[config.mk]
export PLATFORM = sky130hd
export DESIGN_NAME = dual_byte_fifo
export DESIGN_NICKNAME = d
export VERILOG_FILES = /design/src/rtl/dbf_pkg.sv /design/src/rtl/dbf_byte_fifo.sv /design/src/rtl/dbf_flag_unit.sv /design/src/rtl/dual_byte_fifo.sv
export SDC_FILE = /design/constraint.sdc
export NUM_CORES = 1
export LEC_CHECK = 0
export BUFFER_PORTS_ARGS = -buffer_cell sky130_fd_sc_hd__buf_2
export CORE_MARGIN = 2
export CORE_UTILIZATION = 49
export DETAILED_ROUTE_END_ITERATION = 10
export PLACE_DENSITY = 0.65
export SLEW_MARGIN = 0
export SYNTH_ARGS = -nofsm -noshare
export SYNTH_HDL_FRONTEND = slang
export SYNTH_SLANG_ARGS = --single-unit
export TNS_END_PERCENT = 30
[constraint.sdc]
create_clock -name clk -period 3.75 [get_ports clk]
set_input_delay 0.5625 -clock clk [delete_from_list [all_inputs] [get_ports clk]]
set_output_delay 0.5625 -clock clk [all_outputs]
set_load 0.02 [all_outputs]
[src/rtl/dbf_pkg.sv]
package dbf_pkg;

    typedef enum logic [2:0] {
        SEL_CTRL  = 3'd0,
        SEL_STAT  = 3'd1,
        SEL_IEN   = 3'd2,
        SEL_RXCNT = 3'd3,
        SEL_TXCNT = 3'd4,
        SEL_DATA  = 3'd5
    } reg_sel_e;

    typedef struct packed {
        logic [3:0] rx_thresh;
        logic [1:0] tx_code;
        logic       rx_hold;
        logic       tx_hold;
    } ctrl_t;

    typedef struct packed {
        logic tx_end;
        logic rx_ready;
        logic tx_low;
    } flags_t;

    function automatic int unsigned tx_level(input logic [1:0] code);
        case (code)
            2'd0:    return 8;
            2'd1:    return 4;
            2'd2:    return 2;
            default: return 0;
        endcase
    endfunction

endpackage

[src/rtl/dbf_byte_fifo.sv]
module dbf_byte_fifo #(
    parameter int DEPTH = 16,
    parameter int DW    = 8,
    localparam int CW   = $clog2(DEPTH + 1),
    localparam int PW   = $clog2(DEPTH)
) (
    input  logic          clk,
    input  logic          rst,
    input  logic          flush,
    input  logic          push,
    input  logic [DW-1:0] wdata,
    input  logic          pop,
    output logic [DW-1:0] rdata,
    output logic [CW-1:0] count
);
    logic [DW-1:0] mem [DEPTH];
    logic [PW-1:0] wr_ptr, rd_ptr;
    logic          is_full, is_empty, do_push, do_pop;

    assign is_full  = (count == CW'(DEPTH));
    assign is_empty = (count == '0);
    assign do_push  = push && !flush && !is_full;
    assign do_pop   = pop && !flush && !is_empty;
    assign rdata    = is_empty ? '0 : mem[rd_ptr];

    function automatic logic [PW-1:0] step(input logic [PW-1:0] p);
        return (p == PW'(DEPTH - 1)) ? '0 : p + PW'(1);
    endfunction

    always_ff @(posedge clk) begin
        if (rst || flush) begin
            wr_ptr <= '0;
            rd_ptr <= '0;
            count  <= '0;
        end else begin
            if (do_push) wr_ptr <= step(wr_ptr);
            if (do_pop)  rd_ptr <= step(rd_ptr);
            case ({do_push, do_pop})
                2'b10:   count <= count + CW'(1);
                2'b01:   count <= count - CW'(1);
                default: count <= count;
            endcase
        end
    end

    always_ff @(posedge clk) begin
        if (do_push) mem[wr_ptr] <= wdata;
    end

    p_count_limit_r1: assert property (@(posedge clk) disable iff (rst)
        count <= CW'(DEPTH));
    p_full_push_r3: assert property (@(posedge clk) disable iff (rst)
        (push && !pop && !flush && count == CW'(DEPTH)) |=> count == CW'(DEPTH));
    p_empty_pop_r4: assert property (@(posedge clk) disable iff (rst)
        (pop && !push && !flush && count == '0) |=> count == '0);
    p_flush_r5: assert property (@(posedge clk) disable iff (rst)
        flush |=> count == '0);

endmodule

[src/rtl/dbf_flag_unit.sv]
module dbf_flag_unit
    import dbf_pkg::*;
#(
    parameter int DEPTH = 16,
    localparam int CW   = $clog2(DEPTH + 1)
) (
    input  logic          clk,
    input  logic          rst,
    input  ctrl_t         ctrl,
    input  logic [CW-1:0] tx_cnt,
    input  logic [CW-1:0] rx_cnt,
    input  logic          tx_byte_done,
    input  logic          stat_wr,
    input  flags_t        stat_wdata,
    output flags_t        stat
);
    flags_t cond, keep, held;

    always_comb begin
        cond.tx_low   = (int'(tx_cnt) <= tx_level(ctrl.tx_code));
        cond.rx_ready = (rx_cnt >= (CW'(ctrl.rx_thresh) + CW'(1)));
        cond.tx_end   = tx_byte_done && (tx_cnt == '0);
        keep          = stat_wr ? stat_wdata : '1;
    end

    always_ff @(posedge clk) begin
        if (rst) held <= '0;
        else     held <= (held & keep) | cond;
    end

    assign stat = held | cond;

    p_txend_needs_empty_r8: assert property (@(posedge clk) disable iff (rst)
        (!held.tx_end && tx_byte_done && tx_cnt != '0) |-> !stat.tx_end);
    p_txend_cleared_r9: assert property (@(posedge clk) disable iff (rst)
        (stat_wr && !stat_wdata.tx_end && !tx_byte_done) |=> !held.tx_end);
    p_rx_ready_r6: assert property (@(posedge clk) disable iff (rst)
        (rx_cnt > CW'(ctrl.rx_thresh)) |-> stat.rx_ready);

endmodule

[src/rtl/dual_byte_fifo.sv]
module dual_byte_fifo
    import dbf_pkg::*;
#(
    parameter int DEPTH = 16,
    parameter int DW    = 8,
    localparam int CW   = $clog2(DEPTH + 1)
) (
    input  logic          clk,
    input  logic          rst,
    input  logic          reg_wr,
    input  logic          reg_rd,
    input  logic [2:0]    reg_sel,
    input  logic [DW-1:0] reg_wdata,
    output logic [DW-1:0] reg_rdata,
    input  logic          tx_pop,
    output logic [DW-1:0] tx_head,
    input  logic          tx_byte_done,
    input  logic          rx_push,
    input  logic [DW-1:0] rx_byte,
    output logic          irq
);
    ctrl_t         ctrl_q;
    flags_t        ien_q, stat;
    logic [CW-1:0] tx_cnt, rx_cnt;
    logic [DW-1:0] rx_head;
    logic          data_wr, data_rd;

    assign data_wr = reg_wr && (reg_sel == SEL_DATA);
    assign data_rd = reg_rd && (reg_sel == SEL_DATA);

    always_ff @(posedge clk) begin
        if (rst) begin
            ctrl_q <= '0;
            ien_q  <= '0;
        end else if (reg_wr) begin
            if (reg_sel == SEL_CTRL) ctrl_q <= ctrl_t'(reg_wdata[7:0]);
            if (reg_sel == SEL_IEN)  ien_q  <= flags_t'(reg_wdata[2:0]);
        end
    end

    dbf_byte_fifo #(.DEPTH(DEPTH), .DW(DW)) u_txq (
        .clk(clk), .rst(rst), .flush(ctrl_q.tx_hold),
        .push(data_wr), .wdata(reg_wdata),
        .pop(tx_pop), .rdata(tx_head), .count(tx_cnt)
    );

    dbf_byte_fifo #(.DEPTH(DEPTH), .DW(DW)) u_rxq (
        .clk(clk), .rst(rst), .flush(ctrl_q.rx_hold),
        .push(rx_push), .wdata(rx_byte),
        .pop(data_rd), .rdata(rx_head), .count(rx_cnt)
    );

    dbf_flag_unit #(.DEPTH(DEPTH)) u_flags (
        .clk(clk), .rst(rst), .ctrl(ctrl_q),
        .tx_cnt(tx_cnt), .rx_cnt(rx_cnt),
        .tx_byte_done(tx_byte_done),
        .stat_wr(reg_wr && (reg_sel == SEL_STAT)),
        .stat_wdata(flags_t'(reg_wdata[2:0])),
        .stat(stat)
    );

    always_comb begin
        reg_rdata = '0;
        case (reg_sel)
            SEL_CTRL:  reg_rdata = DW'(ctrl_q);
            SEL_STAT:  reg_rdata = DW'(stat);
            SEL_IEN:   reg_rdata = DW'(ien_q);
            SEL_RXCNT: reg_rdata = DW'(rx_cnt);
            SEL_TXCNT: reg_rdata = DW'(tx_cnt);
            SEL_DATA:  reg_rdata = rx_head;
            default:   reg_rdata = '0;
        endcase
    end

    assign irq = |(stat & ien_q);

    p_irq_masked_r10: assert property (@(posedge clk) disable iff (rst)
        (ien_q == '0) |-> !irq);
    p_tx_write_dropped_r5: assert property (@(posedge clk) disable iff (rst)
        (ctrl_q.tx_hold && !(reg_wr && reg_sel == SEL_CTRL)) |=> tx_cnt == '0);

endmodule

# Word-level counts from Yosys, hierarchy flattened
# Memories as Yosys holds them, arrays and structs flattened. A register that Yosys moved wholly into a read port is not among the register bits.
# Index checks and enable logic that the tools add are counted.
[word_totals]
reg_bits = 40
ram_bits = 256
input_bits = 26
output_inout_bits = 17
word_cells = 98
mem_count = 2
[op_classes]
addsub = 9
magnitude_cmp = 2
eq_ne = 17
mux = 19
n_bitwise = 4
n_reduce_logical = 29
[memory_table]
columns = ["memory", "depth", "width", "read_ports", "rd_clocked_by_memory_dff", "write_ports", "line", "source"]
rows = [
  ["u_rxq.mem", 16, 8, 1, 1, 1, "dbf_byte_fifo.sv:16", "logic [DW-1:0] mem [DEPTH];"],
  ["u_txq.mem", 16, 8, 1, 1, 1, "dbf_byte_fifo.sv:16", ""],
]
[ops]
columns = ["cell", "n"]
rows = [
  ["one-hot mux 8 bit (6 select lines)", 1],
  ["two-way mux 4 bit", 8],
  ["one-hot mux 5 bit (2 select lines)", 2],
  ["adder 4 x 1 -> 4 bit, second input constant", 4],
  ["equality test 4 bit, second input constant", 4],
  ["two-way mux 8 bit", 2],
  ["logical AND 1 bit", 12],
  ["one-hot mux 4 bit (3 select lines)", 1],
  ["adder 5 x 1 -> 5 bit, second input constant", 2],
  ["equality test 5 bit, second input constant", 2],
  ["zero test 5 bit", 2],
  ["subtractor 5 x 1 -> 5 bit, second input constant", 2],
  ["bitwise AND 3 bit", 2],
  ["equality test 2 x 1 -> 1 bit, second input constant", 3],
  ["equality test 2 bit, second input constant", 3],
  ["equality test 3 x 2 -> 1 bit, second input constant", 2],
  ["equality test 3 bit, second input constant", 2],
  ["zero test 1 bit", 6],
  ["bitwise OR 3 bit", 2],
  ["adder 4 x 1 -> 5 bit, second input constant", 1],
  ["greater-or-equal comparator 5 bit", 1],
  ["<= comparator 5 x 4 -> 1 bit", 1],
  ["two-way mux 1 bit", 4],
  ["AND reduction 2 bit", 2],
  ["7 further kinds", 9],
]

# Logic depth before layout (Yosys ltp)
[depth]
depth_word = 6
mapped_depth = 12
mapped_depth_nobuf = 11

# By module
# From an unflattened synthesis, not the netlist that was laid out.
[unflattened]
cells_unflattened = 811
hier_area_um2 = 13031.2
[by_module_without_submodules]
columns = ["mod", "n_inst", "cells_each", "area_each_um2", "seq_area_each_um2"]
rows = [
  ["dbf_byte_fifo", 2, 336, 5957.0, 4184.0],
  ["dual_byte_fifo", 1, 91, 747.0, 220.2],
  ["dbf_flag_unit", 1, 48, 370.4, 60.1],
]

# Least setup slack after synthesis
# Ideal clock, no wire load.
[synth_path]
kind = "input to register"
startpoint = "input port reg_sel[0]"
endpoint = "register u_txq.count[4]"
setup_ns = 0.070
t_arrival_ns = 2.846
required_ns = 3.680
slack_ns = 0.834
stages = 11
path_buffers = 1
cell_sequence = "buf_2 nand3b_4 a2111oi_4 inv_4 ha_1 ha_1 nor2b_1 o21ai_0 a211oi_1 or3_1 a21oi_1"
[synth_via]
elab_chain_len = 6
elab_cells_between_ends = 8
cone_classes = "3 x eq/ne; 1 x mux; 4 x reduce/logical"
[synth_lines]
columns = ["item", "line", "source"]
rows = [
  ["start, declared", "dual_byte_fifo.sv:12", "input logic [2:0] reg_sel,"],
  ["equality test 3 bit (*)", "dual_byte_fifo.sv:28", "assign data_wr = reg_wr && (reg_sel == SEL_DATA);"],
  ["logical AND 1 bit (*)", "dual_byte_fifo.sv:28", ""],
  ["logical AND 1 bit (*) (2 in a row)", "dbf_byte_fifo.sv:22", "assign do_push = push && !flush && !is_full;"],
  ["equality test 2 x 1 -> 1 bit / equality test 2 bit (equally long branches)", "dbf_byte_fifo.sv:38", "case ({do_push, do_pop})"],
  ["one-hot mux 5 bit (2 select lines) / nonzero test 2 bit (equally long branches)", "-", ""],
  ["end signal, assigned", "dbf_byte_fifo.sv:39", "2'b10: count <= count + CW'(1);"],
  ["end signal, assigned", "dbf_byte_fifo.sv:40", "2'b01: count <= count - CW'(1);"],
  ["end signal, assigned", "dbf_byte_fifo.sv:41", "default: count <= count;"],
  ["end, declared", "dbf_byte_fifo.sv:14", "output logic [CW-1:0] count"],
]
# Mark *: on every way between the ends. The rest lies on a longest branch, timed or not.
# A chain may end at the register's enable or synchronous reset.

# Worst setup path in the final report
[layout_path]
startpoint = "register u_rxq.count[1]"
endpoint = "output port reg_rdata[5]"
[layout_via]
elab_chain_len = 3
[layout_lines]
columns = ["item", "line", "source"]
rows = [
  ["start, declared", "dbf_byte_fifo.sv:14", ""],
  ["start signal, assigned", "dbf_byte_fifo.sv:39", ""],
  ["start signal, assigned", "dbf_byte_fifo.sv:40", ""],
  ["start signal, assigned", "dbf_byte_fifo.sv:41", ""],
  ["zero test 5 bit", "dbf_byte_fifo.sv:21", "assign is_empty = (count == '0);"],
  ["two-way mux 8 bit", "dbf_byte_fifo.sv:24", "assign rdata = is_empty ? '0 : mem[rd_ptr];"],
  ["one-hot mux 8 bit (6 select lines)", "dual_byte_fifo.sv:64", "case (reg_sel)"],
  ["end, declared", "dual_byte_fifo.sv:14", "output logic [DW-1:0] reg_rdata,"],
]
# No other way between the ends.

==> flow_summary.ini <==
[drt]
ant_nets = 0
initialDrtViolationCount = 500
drtPass1Iterations = 5
num_vias = 6737
wire_per_inst_um = 21.6
drc = 0
via_per_inst = 5.72
wl_mm = 25.5

[die]
core_area_sq_um = 25300
chipHeight_um = 165
dieWidth_um = 165
initial_core_util_pct = 50.1
io_pins = 43
row_count = 58
die-area_sq_um = 27200

[yosys]
synth_most_common_cell = edfxtp_1
synth_cell_type_count = 56
ys_seq_elements = 304
synth_nets = 822
syn_area_sq_um = 12700
yosysWarnings = 0
syn_area_per_cell_sq_um = 16.6
synthTopCellsByCount = edfxtp_1 (256), mux4_2 (64), nand2_1 (53)
synth_edf_count = 256
ys_async_sr_fraction_pct = 0
syn-instance-count = 767
ys_seq_area_share_pct = 68.1
synth.top_cell.area_share_pct = 60.5
yosys-top-cells-area = edfxtp_1 (61%), mux4_2 (11%), dfxtp_1 (7.6%)
ys.flop_type = edfxtp_1
yosys.area.top_type = edfxtp_1

[clock_tree]
postCtsHoldBufs = 0
clockBufferDepth = 3
clock_latency_ps = 550
numCtsBuffers = 31
cts_setup_buffers = 0
cts_sinks = 304
h-tree-depth = 1
clkSlewWorstSetupHoldPaths_ps = 60
root_buffer = clkbuf_16
post_cts_resized = 0
cts_tree = yes

[outcome]
status = finished, final reports clean

[worst_setup_path]
cp_cell_sequence = nor4_4, a21oi_1, nor2b_1, a22oi_1, o21ai_0, buf_2
worstSetupEndpointType = output port
crit_fanout = 8
cpPeakStageDelay_ps = 710
crit_slowest_cell = nor2b_1
critPathKind = flop to output port
critPathLaunchType = flop
cp.arrival_ps = 2800
cp_data_required_time_ps = 3190

[global_route]
grt-ovfl-total = 0
grt_pass1_vias = 7094
grt_use_total_pct = 19.4
grt_pass1_wl_mm = 39.4
grt_max_degree = 33
antenna_found_initial = 0

[finish]
finalNetCount = 878
layout-drive-gt1-share_pct = 22.8
layout.area.seq_sq_um = 8650
fin_cells = 1178
diodes = 0
n_fill_cell = 1968
area_growth_pct = 12.3
multiInputGateArea_sq_um = 3800

[timing]
tightest_slew_ps = 1010
fmax_mhz = 298
period_share_pct = 89.5
rsz0062_at_grt = no
fin_crit_ps = 3360
finClkSkew_ps = 11.3
hold_violations = 0
setup_viol = 0
finalSetupTns_ps = 0
drv_slew = 0
setup_slack_ps = 392
max_slew_margin_pct = 32.2

[place]
place.gp.congestion = 0.909
dp_slack_ps = 466
dp_hpwl_mm = 17.2
dp_cells = 1120
portBuffers = 42

[power]
p_int_mw = 5.83
pwr_density_cell_nw_per_um2 = 539
comb_power_share_pct = 12.4
p_clk_share_pct = 38.1
p_switching_mw = 1.85
swShare_pct = 24.1
p_leak_nw = 4.66
seqPwrFrac_pct = 49.5
peakVddDrop_uv = 438

[flow_run]
drv_cap = 0

[worst_hold_path]
hold_class = input port to flop
-- through the flow --
step | cell area (sq um) | total power, mW | hold slack [ps] | utilization [%]
floorplan | 12700 | 4.54 | 454 | -
global placement | 13300 | 4.80 | 465 | 52.4
detailed placement | 13300 | 4.84 | 478 | 52.4
CTS | 14300 | 7.76 | 237 | 56.3
global route | 14300 | 7.98 | 270 | 56.3
finish | 14300 | 7.68 | 264 | 56.3
-- power by group through the flow --
stage	clock (mW)	sequential, mW	combinational [mW]
2_1_floorplan	0	3.82	0.716
3_3_place_gp	0	3.87	0.931
3_5_place_dp	0	3.87	0.962
4_1_cts	2.99	3.80	0.966
5_1_grt	3.12	3.81	1.04
6_report	2.93	3.80	0.955
-- kinds of logic after synthesis --
kind of cell / Yosys count / share of synthesized area, %
DFF: 304 / 68.1
and+or+nand+nor: 166 / 6.45
muxes: 105 / 14.7
AOI/OAI and AO/OA: 95 / 5.10
buffers and inverters: 58 / 2.00
adders and majority gates: 29 / 2.98
xor gates and xnor gates: 10 / 0.690
-- layout make-up --
class / count / area share (%)
inverter: 25 / 0.676
timing repair buffer: 56 / 2.21
tap: 330 / 2.90
clock buffer: 39 / 5.79
sequential: 304 / 60.7
multi-input combinational: 405 / 26.6
clock inverter: 19 / 1.11
-- final timing paths --
path                    from         endpoint  slack [ps]  cells past startpoint
max           u_rxq.count[1]     reg_rdata[5]         390                      6
max reg2reg   u_txq.count[2]   u_txq.count[4]         530                     10
min reg2reg  u_flags.held[2]  u_flags.held[2]         490                      2
min             tx_byte_done  u_flags.held[2]         260                      3
-- placed cells by master, fill, tap and decap left out, types with 3 or more instances in the layout --
| cell type | Yosys | layout |
|---|---|---|
| a22oi_1 | 8 | 8 |
| clkbuf_1 | 19 | 6 |
| nor3_1 | 11 | 11 |
| nand2b_1 | 5 | 5 |
| a21oi_1 | 32 | 32 |
| and2_1 | 14 | 14 |
| mux2_2 | 11 | 11 |
| a211oi_1 | 3 | 3 |
| nand3_1 | 13 | 13 |
| inv_1 | 24 | 24 |
| nor2b_1 | 8 | 8 |
| or2_2 | 3 | 3 |
| edfxtp_1 | 256 | 256 |
| dfxtp_1 | 48 | 46 |
| nor2_1 | 42 | 42 |
| o22ai_1 | 10 | 10 |
| a2bb2oi_1 | 3 | 3 |
| o21ai_0 | 14 | 14 |
| mux4_2 | 64 | 64 |
| clkinv_1 | 0 | 5 |
| mux2i_1 | 30 | 30 |
| buf_2 | 6 | 42 |
| ha_1 | 27 | 27 |
| and3_1 | 4 | 4 |
| clkinv_2 | 0 | 6 |
| xor2_1 | 9 | 9 |
| nand2_1 | 53 | 53 |
| a31oi_1 | 3 | 3 |
| a21o_1 | 4 | 4 |
| buf_4 | 1 | 14 |
| clkbuf_16 | 0 | 31 |
-- critical path: cells and delay by family (launching register included) --
family	cells	cell delay, ps
and+or+nand+nor	2	830
AOI/OAI and AO/OA	3	710
DFF	1	500
buffers and inverters	1	210
-- registers in the layout, indices dropped and copies added (netlist names), named ones only --
signal        count
u_rxq.mem       128
u_txq.mem       128
ctrl_q            8
u_rxq.count       5
u_txq.count       5
u_rxq.rd_ptr      4
u_rxq.wr_ptr      4
u_txq.rd_ptr      4
u_txq.wr_ptr      4
ien_q             3
u_flags.held      3
-- metal layers --
metal	share of wire [%]	wire length, um	global-route usage [%]
met3	4.5	1150	2.89
met1	40	10200	24.0
met2	52	13300	34.9
met4	3.3	853	6.32
met5	0	0	0
No activity file was read; power rests on OpenSTA's default activity.
